$ cat config.mk
export PLATFORM = sky130hd
export DESIGN_NAME = muxFrameSeq
export DESIGN_NICKNAME = d
export VERILOG_FILES = /design/src/rtl/muxSeqPkg.sv /design/src/rtl/seqCtrl.sv /design/src/rtl/seqData.sv /design/src/rtl/muxFrameSeq.sv
export SDC_FILE = /design/constraint.sdc
export NUM_CORES = 1
export LEC_CHECK = 0
export BUFFER_PORTS_ARGS = -buffer_cell sky130_fd_sc_hd__buf_2
export CAP_MARGIN = 20
export CORE_MARGIN = 2
export CORE_UTILIZATION = 55
export DETAILED_ROUTE_END_ITERATION = 8
export GPL_TIMING_DRIVEN = 0
export PLACE_DENSITY = 0.7
export SLEW_MARGIN = 10
export SYNTH_ARGS = -nofsm -noshare
export SYNTH_HDL_FRONTEND = slang
export SYNTH_SLANG_ARGS = --single-unit
$ cat constraint.sdc
create_clock -name clk -period 8.8 [get_ports clk]
set_clock_uncertainty 0.15 [all_clocks]
set_input_delay 0.44 -clock clk [delete_from_list [all_inputs] [get_ports clk]]
set_output_delay 0.44 -clock clk [all_outputs]
set_load 0.03 [all_outputs]
$ cat src/rtl/muxSeqPkg.sv
package muxSeqPkg;
  typedef struct packed {
    logic frameStart;
    logic convEnd;
    logic frameEnd;
  } seqStrobeT;
endpackage

$ cat src/rtl/seqCtrl.sv
module seqCtrl
  import muxSeqPkg::*;
#(
  parameter int SLOT_W = 4,
  parameter int FLEN_W = 2
) (
  input  logic              clk,
  input  logic              rstN,
  input  logic [SLOT_W-1:0] slotCount,
  input  logic [FLEN_W-1:0] filterLen,
  output logic [SLOT_W-1:0] slotIdx,
  output seqStrobeT         strobe
);
  localparam int CONV_MAX = 3;
  localparam int CYC_W = $clog2(CONV_MAX + 1);

  logic [SLOT_W-1:0] slotQ, nSlotsQ, nSlotsLive, nSlotsEff;
  logic [CYC_W-1:0]  cycQ, convLenQ, convLenLive, convLenEff;
  logic              recQ, frameStart, convEnd, lastSlot;

  always_comb begin
    nSlotsLive  = (slotCount == '0) ? SLOT_W'(1) : slotCount;
    convLenLive = (filterLen >= FLEN_W'(2)) ? CYC_W'(CONV_MAX) : CYC_W'(filterLen) + CYC_W'(1);
    frameStart  = (slotQ == '0) && (cycQ == '0) && !recQ;
    nSlotsEff   = frameStart ? nSlotsLive : nSlotsQ;
    convLenEff  = frameStart ? convLenLive : convLenQ;
    convEnd     = !recQ && (cycQ == convLenEff - CYC_W'(1));
    lastSlot    = (slotQ == nSlotsEff - SLOT_W'(1));
  end

  always_ff @(posedge clk or negedge rstN) begin
    if (!rstN) begin
      slotQ    <= '0;
      cycQ     <= '0;
      recQ     <= 1'b0;
      nSlotsQ  <= SLOT_W'(1);
      convLenQ <= CYC_W'(1);
    end else begin
      if (frameStart) begin
        nSlotsQ  <= nSlotsLive;
        convLenQ <= convLenLive;
      end
      if (recQ) begin
        recQ  <= 1'b0;
        slotQ <= '0;
        cycQ  <= '0;
      end else if (convEnd) begin
        cycQ <= '0;
        if (lastSlot) recQ <= 1'b1;
        else          slotQ <= slotQ + SLOT_W'(1);
      end else begin
        cycQ <= cycQ + CYC_W'(1);
      end
    end
  end

  assign slotIdx = slotQ;
  assign strobe  = '{frameStart: frameStart, convEnd: convEnd, frameEnd: recQ};

  p_slot_bound_r1: assert property (@(posedge clk) disable iff (!rstN)
    !frameStart |-> (slotQ < nSlotsQ));
  p_cyc_bound_r2: assert property (@(posedge clk) disable iff (!rstN)
    !frameStart |-> (cycQ < convLenQ));
  p_single_recovery_r4: assert property (@(posedge clk) disable iff (!rstN)
    recQ |=> (!recQ && frameStart));
  p_recovery_after_last_r3: assert property (@(posedge clk) disable iff (!rstN)
    (convEnd && lastSlot) |=> recQ);
endmodule

$ cat src/rtl/seqData.sv
module seqData
  import muxSeqPkg::*;
#(
  parameter int PRE_W = 8,
  parameter int SUM_W = 8
) (
  input  logic             clk,
  input  logic             rstN,
  input  logic [PRE_W-1:0] preSamps,
  input  logic [SUM_W-1:0] sumCycles,
  input  seqStrobeT        strobe,
  output logic             xferBusy
);
  localparam int PER_W = PRE_W + SUM_W;

  logic [PER_W-1:0] prod, periodLive, periodQ, periodEff, passQ;

  always_comb begin
    prod       = PER_W'(preSamps) * PER_W'(sumCycles);
    periodLive = (prod == '0) ? PER_W'(1) : prod;
    periodEff  = strobe.frameStart ? periodLive : periodQ;
    xferBusy   = (passQ == periodEff - PER_W'(1));
  end

  always_ff @(posedge clk or negedge rstN) begin
    if (!rstN) begin
      periodQ <= PER_W'(1);
      passQ   <= '0;
    end else begin
      if (strobe.frameStart) periodQ <= periodLive;
      if (strobe.frameEnd)
        passQ <= (passQ >= periodQ - PER_W'(1)) ? '0 : passQ + PER_W'(1);
    end
  end

  p_xfer_edge_r6: assert property (@(posedge clk) disable iff (!rstN)
    ($rose(xferBusy) || $fell(xferBusy)) |-> strobe.frameStart);
endmodule

$ cat src/rtl/muxFrameSeq.sv
module muxFrameSeq
  import muxSeqPkg::*;
#(
  parameter int SLOT_W = 4,
  parameter int FLEN_W = 2,
  parameter int PRE_W  = 8,
  parameter int SUM_W  = 8
) (
  input  logic              clk,
  input  logic              rstN,
  input  logic [SLOT_W-1:0] slotCount,
  input  logic [FLEN_W-1:0] filterLen,
  input  logic [PRE_W-1:0]  preSamps,
  input  logic [SUM_W-1:0]  sumCycles,
  output logic [SLOT_W-1:0] slotIdx,
  output logic              convDone,
  output logic              frameSync,
  output logic              passStart,
  output logic              xferBusy
);
  seqStrobeT strobe;
  logic      busyInt;

  seqCtrl #(.SLOT_W(SLOT_W), .FLEN_W(FLEN_W)) ctrl_i (
    .clk(clk), .rstN(rstN), .slotCount(slotCount), .filterLen(filterLen),
    .slotIdx(slotIdx), .strobe(strobe));

  seqData #(.PRE_W(PRE_W), .SUM_W(SUM_W)) data_i (
    .clk(clk), .rstN(rstN), .preSamps(preSamps), .sumCycles(sumCycles),
    .strobe(strobe), .xferBusy(busyInt));

  assign convDone  = rstN & strobe.convEnd;
  assign frameSync = rstN & strobe.frameStart;
  assign passStart = rstN & strobe.frameStart;
  assign xferBusy  = rstN & busyInt;

  p_quiet_recovery_r4: assert property (@(posedge clk) disable iff (!rstN)
    strobe.frameEnd |-> (!convDone && !frameSync && !passStart));
endmodule

After elaboration in Yosys (flattened, before gate mapping) --
Index checks and enable logic that the tools add are counted.
Word-level totals: bits in registers 45, word-level logic and storage cells 50
Cells by class: add/subtract/negate cells 8, $mul 1, magnitude comparators 2, eq/ne operators 4, muxes and demuxes 15, bitwise operators 3, reduce and logical (&&, ||, !) cells 10
Operator list (number):
- 16-bit two-way mux | 3
- 16-bit by 1-bit subtractor with 16-bit output (second input constant) | 2
- 4-bit two-way mux | 5
- 16-bit by 1-bit adder with 16-bit output (second input constant) | 1
- 16-bit == test | 1
- 16-bit greater-or-equal comparator | 1
- 16-bit zero test | 1
- 8-bit by 8-bit multiplier with 16-bit output | 1
- 4-bit zero test | 2
- 2-bit two-way mux | 4
- 2-bit by 1-bit adder with 2-bit output (second input constant) | 2
- 4-bit by 1-bit adder with 4-bit output (second input constant) | 1
- 4-bit == test | 1
- 4-bit by 1-bit subtractor with 4-bit output (second input constant) | 1
- 1-bit bitwise AND | 3
- 1-bit logical AND | 3
- 1-bit two-way mux | 3
- 2-bit == test | 1
- 2-bit greater-or-equal comparator (second input constant) | 1
- 2-bit zero test | 1
- 2-bit by 1-bit != test with 1-bit output (second input constant) | 1
- 2-bit AND reduction | 1
- 2-bit nonzero test | 1
- 2-bit by 1-bit subtractor with 2-bit output (second input constant) | 1
- 1-bit zero test | 1

Depth between registers and ports, before layout --
depth after elaboration 9, mapped depth 27, depth with buffers taken out 26

Cells and area by module --
From an unflattened synthesis, not the netlist that was laid out.
Unflattened totals: cells, all modules 675, area, all modules 5913.2 um^2
By module, submodules not included:
- seqData | instances 1, cells an instance 579, area each 4966.0 um^2, sequential area each 802.0 um^2
- seqCtrl | instances 1, cells an instance 92, area each 920.9 um^2, sequential area each 327.8 um^2
- muxFrameSeq | instances 1, cells an instance 4, area each 26.3 um^2, sequential area each 0.0 um^2

Worst setup path after synthesis --
Ideal clock, no wire load.
path kind input port to output port, from input sumCycles[7], to output xferBusy, arrival time 6679 ps, data required time 8210 ps, path slack 1531 ps, stages on the path 24, buffers on the path 0, cells stage by stage nand2_1 > fa_1 > fa_1 > fa_1 > inv_1 > fa_1 > ha_1 > a211oi_1 > o21bai_1 > a41oi_1 > o221ai_1 > or3_1 > or3_1 > a21o_1 > ha_1 > and3_1 > mux2i_1 > a2111oi_4 > nand3_2 > nor2_1 > or4_1 > a31o_1 > nor4_2 > o2111a_1
Between the ends: word-level cells in the longest chain between the ends 7
RTL lines:
- from (decl) | RTL line muxFrameSeq.sv:14 | input logic [SUM_W-1:0] sumCycles,
- 8-bit by 8-bit multiplier with 16-bit output (*) | RTL line seqData.sv:19 | prod = PER_W'(preSamps) * PER_W'(sumCycles);
- 16-bit zero test | RTL line seqData.sv:20 | periodLive = (prod == '0) ? PER_W'(1) : prod;
- 16-bit two-way mux (*) | RTL line seqData.sv:20
- 16-bit two-way mux (*) | RTL line seqData.sv:21 | periodEff = strobe.frameStart ? periodLive : periodQ;
- 16-bit by 1-bit subtractor with 16-bit output (*) | RTL line seqData.sv:22 | xferBusy = (passQ == periodEff - PER_W'(1));
- 16-bit == test (*) | RTL line seqData.sv:22
- 1-bit bitwise AND (*) | RTL line muxFrameSeq.sv:35 | assign xferBusy = rstN & busyInt;
- to (decl) | RTL line muxFrameSeq.sv:19 | output logic xferBusy
Mark *: on every way between the ends. The rest lies on a longest branch, timed or not.

Final worst setup path --
from input preSamps[2], to output xferBusy
Between the ends: word-level cells in the longest chain between the ends 7
RTL lines:
- from (decl) | RTL line muxFrameSeq.sv:13 | input logic [PRE_W-1:0] preSamps,
- 8-bit by 8-bit multiplier with 16-bit output (*) | RTL line seqData.sv:19
- 16-bit zero test | RTL line seqData.sv:20
- 16-bit two-way mux (*) | RTL line seqData.sv:20
- 16-bit two-way mux (*) | RTL line seqData.sv:21
- 16-bit by 1-bit subtractor with 16-bit output (*) | RTL line seqData.sv:22
- 16-bit == test (*) | RTL line seqData.sv:22
- 1-bit bitwise AND (*) | RTL line muxFrameSeq.sv:35
Marked as above.

==> results.md <==
* Root buffer cell: sky130_fd_sc_hd__clkbuf_8
* Post-Route Setup TNS at 0 ns
* End of the worst hold path: ctrl_i.nSlotsQ[3]
* Leakage power total at 2.952 nW
* Power per cell area at 299.6 nW/um^2
* Max-cap viol count at 0
* Launching point of the worst reg2reg path: ctrl_i.cycQ[0]
* Worst Path Required at 8.21 ns
* Diode count at 0
* Highest fanout seen on the critical path at 8
* Fill count at 912
* Tightest slew margin relative to the limit at 54.47%
* Main flop type after synthesis: sky130_fd_sc_hd__dfrtp_1
* Row cnt at 37
* Most common library cell in the layout ignoring fill and taps: sky130_fd_sc_hd__inv_1
* Setup violators final at 0
* Arrival time reported for the critical path endpoint at 7.62 ns
* Antenna violations before repair at 0
* Number of instances in the synthesized netlist at 656
* Maximum cell stage delay along the critical path at 0.55 ns
* Total die area at 11140 sq um
* CTS sink count at 45
* Total routed wirelength at 13060 um
* Relative contribution of combinational cells to total power at 70.8%
* Fraction of the yosys area taken by sequential cells at 19.93%
* Share of the cycle needed by the critical path after routing at 93.31%
* Type of origin of the critical path: input pin
* Standard cell core area at 10180 sq um
* Post-route antenna net violation count at 0
* CTS tree: built
* Start-to-end type of the worst setup path: in2out
* Clock-pin slew on the worst setup and hold paths at 0.10 ns
* Count of final hold-check violations at 0
* Total number of yosys warnings at 0
* Share of the core filled with cells at 60.33%
* Class of the worst hold path: in2reg
* Commonest cells after routing, fill and taps aside: sky130_fd_sc_hd__inv_1, sky130_fd_sc_hd__nand2_1, sky130_fd_sc_hd__ha_1
* Crit path max-delay cell type: sky130_fd_sc_hd__fa_1
* Switching part of the total power at 50.65%
* Worst-Skew Late Latency at 0.31 ns
* Number of cell instances on the worst register-to-register path at 15
* Number of pins exceeding their max-slew limit in the final report at 0
* Net count reported at finish at 815
* Pin slew with the least headroom to its limit at 0.6788 ns
* Die X at 105.5 um
* Startpoint of the lowest-slack hold path: slotCount[3]
* Clock Path Buffers at 2
* Initial cell density of the core at 55.66%
* Setup repair after global routing missed its margin: no
* Number of buffers created by CTS at 5
* Iteration count of the initial detailed-routing pass at 5
* Worst Hold Path Cells at 3
* Total Power Consumption at 1.841 mW
* Dominant delay contributor by cell family on the critical path: adder cells
* Post-synth EDFFs at 0
* Post-DR wirelength/cell at 15.68 um
* Part of the total power dissipated in the clock network at 9.2%
* Highest Clock Rate at 0.1218 GHz
* Worst vdd ir at 0.0002274 V
* Critical path buffer and inverter count at 3
* Minimum period implied by the final worst setup slack at 8.211 ns
* H-tree levels at 2
* Vertical die dimension at 105.5 um
* Port buffer count at 31
* Crit path top cell by count: sky130_fd_sc_hd__fa_1
* Hold slack final at 0.3160 ns
* Global-route wire length before repair at 22730 um
* DR vias/cell at 5.844
* Fraction of layout cells with a size suffix above 1 at 9.613%
* Remaining routing DRC violations at 0
* Capturing point of the worst reg2reg path: ctrl_i.slotIdx[3]
* Reg-to-reg setup timing slack at 4.67 ns
* Synthesized area per cell at 8.642 sq um
* Relative contribution of sequential cells to total power at 20.0%
* Drt initial violations at 279
* DR vias at 4868
* Maximum number of pins on one net before global-route repair at 49
* I/O pins at 32
* Net switching power at 0.9325 mW
* Result of the run: complete, no violations
* Endpoint class of the critical path: output pin
* Crit path depth at 26
* Area growth from synthesis to layout at 8.387%
* Post-synthesis sequential element count at 45
* Post-synthesis instance area at 5669 sq um
* Internal power contribution at 0.9085 mW
* Remaining Overflow, GRT at 0
* HPWL after detailed placement at 10350 um
* Synth async-reset ratio at 100.0%
* Vias in the first global route at 4846
* Overall global routing resource usage at 24.88%
* Placer's final routability congestion estimate at 0.9739
* Number of unique standard cell types used by synthesis at 74
* Post-Syn Nets at 775
-- kinds of logic after synthesis --
| logic type | synth area share, % |
|---|---|
| buffers and inverters | 6.069 |
| flip-flops | 19.93 |
| XOR/XNOR | 9.358 |
| adder cells (fa/ha/maj) | 25.73 |
| multiplexers | 1.655 |
| AO/OA/AOI/OAI | 13.53 |
| AND/OR/NAND/NOR | 23.73 |
-- power groups by stage --
stage | Clock, mW | Sequential [mW] | Combinational (mW)
floorplan | 0 | 0.362 | 0.999
global placement | 0 | 0.368 | 1.25
detailed placement | 0 | 0.370 | 1.28
CTS | 0.171 | 0.366 | 1.29
global route | 0.180 | 0.378 | 1.47
finish | 0.169 | 0.369 | 1.30
-- per-stage QoR --
step                      cell area, sq um  instances  setup slack (ns)
after floorplan                       5669        656             1.531
after global placement                5995        823            0.7149
after detailed placement              5995        823            0.6712
after CTS                             6115        831            0.6309
after global routing                  6145        833            0.1979
final                                 6145        833            0.5891
-- worst min-delay path: stages --
cell	delay (ns)
sky130_fd_sc_hd__buf_2	0.09
sky130_fd_sc_hd__mux2i_1	0.14
sky130_fd_sc_hd__inv_1	0.08
-- worst max-delay path by stage --
stage | from | endpoint | slack [ns]
3_3_place_gp | preSamps[2] | xferBusy | 0.71
3_5_place_dp | preSamps[2] | xferBusy | 0.67
4_1_cts | preSamps[2] | xferBusy | 0.63
6_report | preSamps[2] | xferBusy | 0.59
2_1_floorplan | sumCycles[7] | xferBusy | 1.53
5_1_grt | preSamps[2] | xferBusy | 0.20
-- state kept, by name, indices dropped and copies added, names as in the netlist --
register and flops:
ctrl_i.convLenQ 2, ctrl_i.cycQ 2, ctrl_i.nSlotsQ 4, ctrl_i.recQ 1
ctrl_i.slotIdx 4, data_i.passQ 16, data_i.periodQ 16
-- per-layer routing --
| layer | up-vias | part of all wire (%) | GRT usage, % |
|---|---|---|---|
| met5 | - | 0 | 0 |
| met4 | 0 | 2.1 | 7.519 |
| met3 | 32 | 3.5 | 2.165 |
| met2 | 110 | 50 | 43.32 |
| met1 | 2396 | 45 | 33.00 |
| li1 | 2330 | - | - |
-- repair_timing --
item / CTS / global route
hold endpoints to repair: 0 / 18
resized for setup: 0 / 0
buffers inserted: 0 / 0
hold buffers: 0 / 1
-- synth_stat cells, drive strengths merged (5+ instances only) --
cell / n / share of area (%)
nand2: 70 / 4.8
xnor2: 33 / 5.1
ha: 59 / 13
xor2: 22 / 3.4
o21a: 5 / 0.66
a2111oi: 5 / 1.1
nor3: 16 / 1.4
nand3: 19 / 1.8
a21o: 12 / 1.6
o211ai: 5 / 0.66
a21oi: 18 / 1.6
and3: 16 / 1.8
inv: 77 / 5.1
nor2: 50 / 3.4
dfrtp: 42 / 19
or4: 5 / 0.66
nor4b: 5 / 1.0
mux2i: 6 / 1.1
or3: 7 / 0.77
nand4: 7 / 0.77
and2: 40 / 4.4
clkbuf: 9 / 0.60
fa: 36 / 13
nor4: 5 / 0.66
o21ai: 18 / 1.7
-- cell type report --
class                      instances  area (sq um)  area share (%)
inverter                          77         289.0           4.704
buffer                            13         55.05          0.8959
clock inverter                     2         37.54          0.6109
multi-input combinational        521          4195           68.28
clock buffer                       6         82.58           1.344
sequential                        45          1130           18.39
timing repair buffer              33         185.2           3.014
tap                              136         170.2           2.769
(Power assumes the default switching activity.)
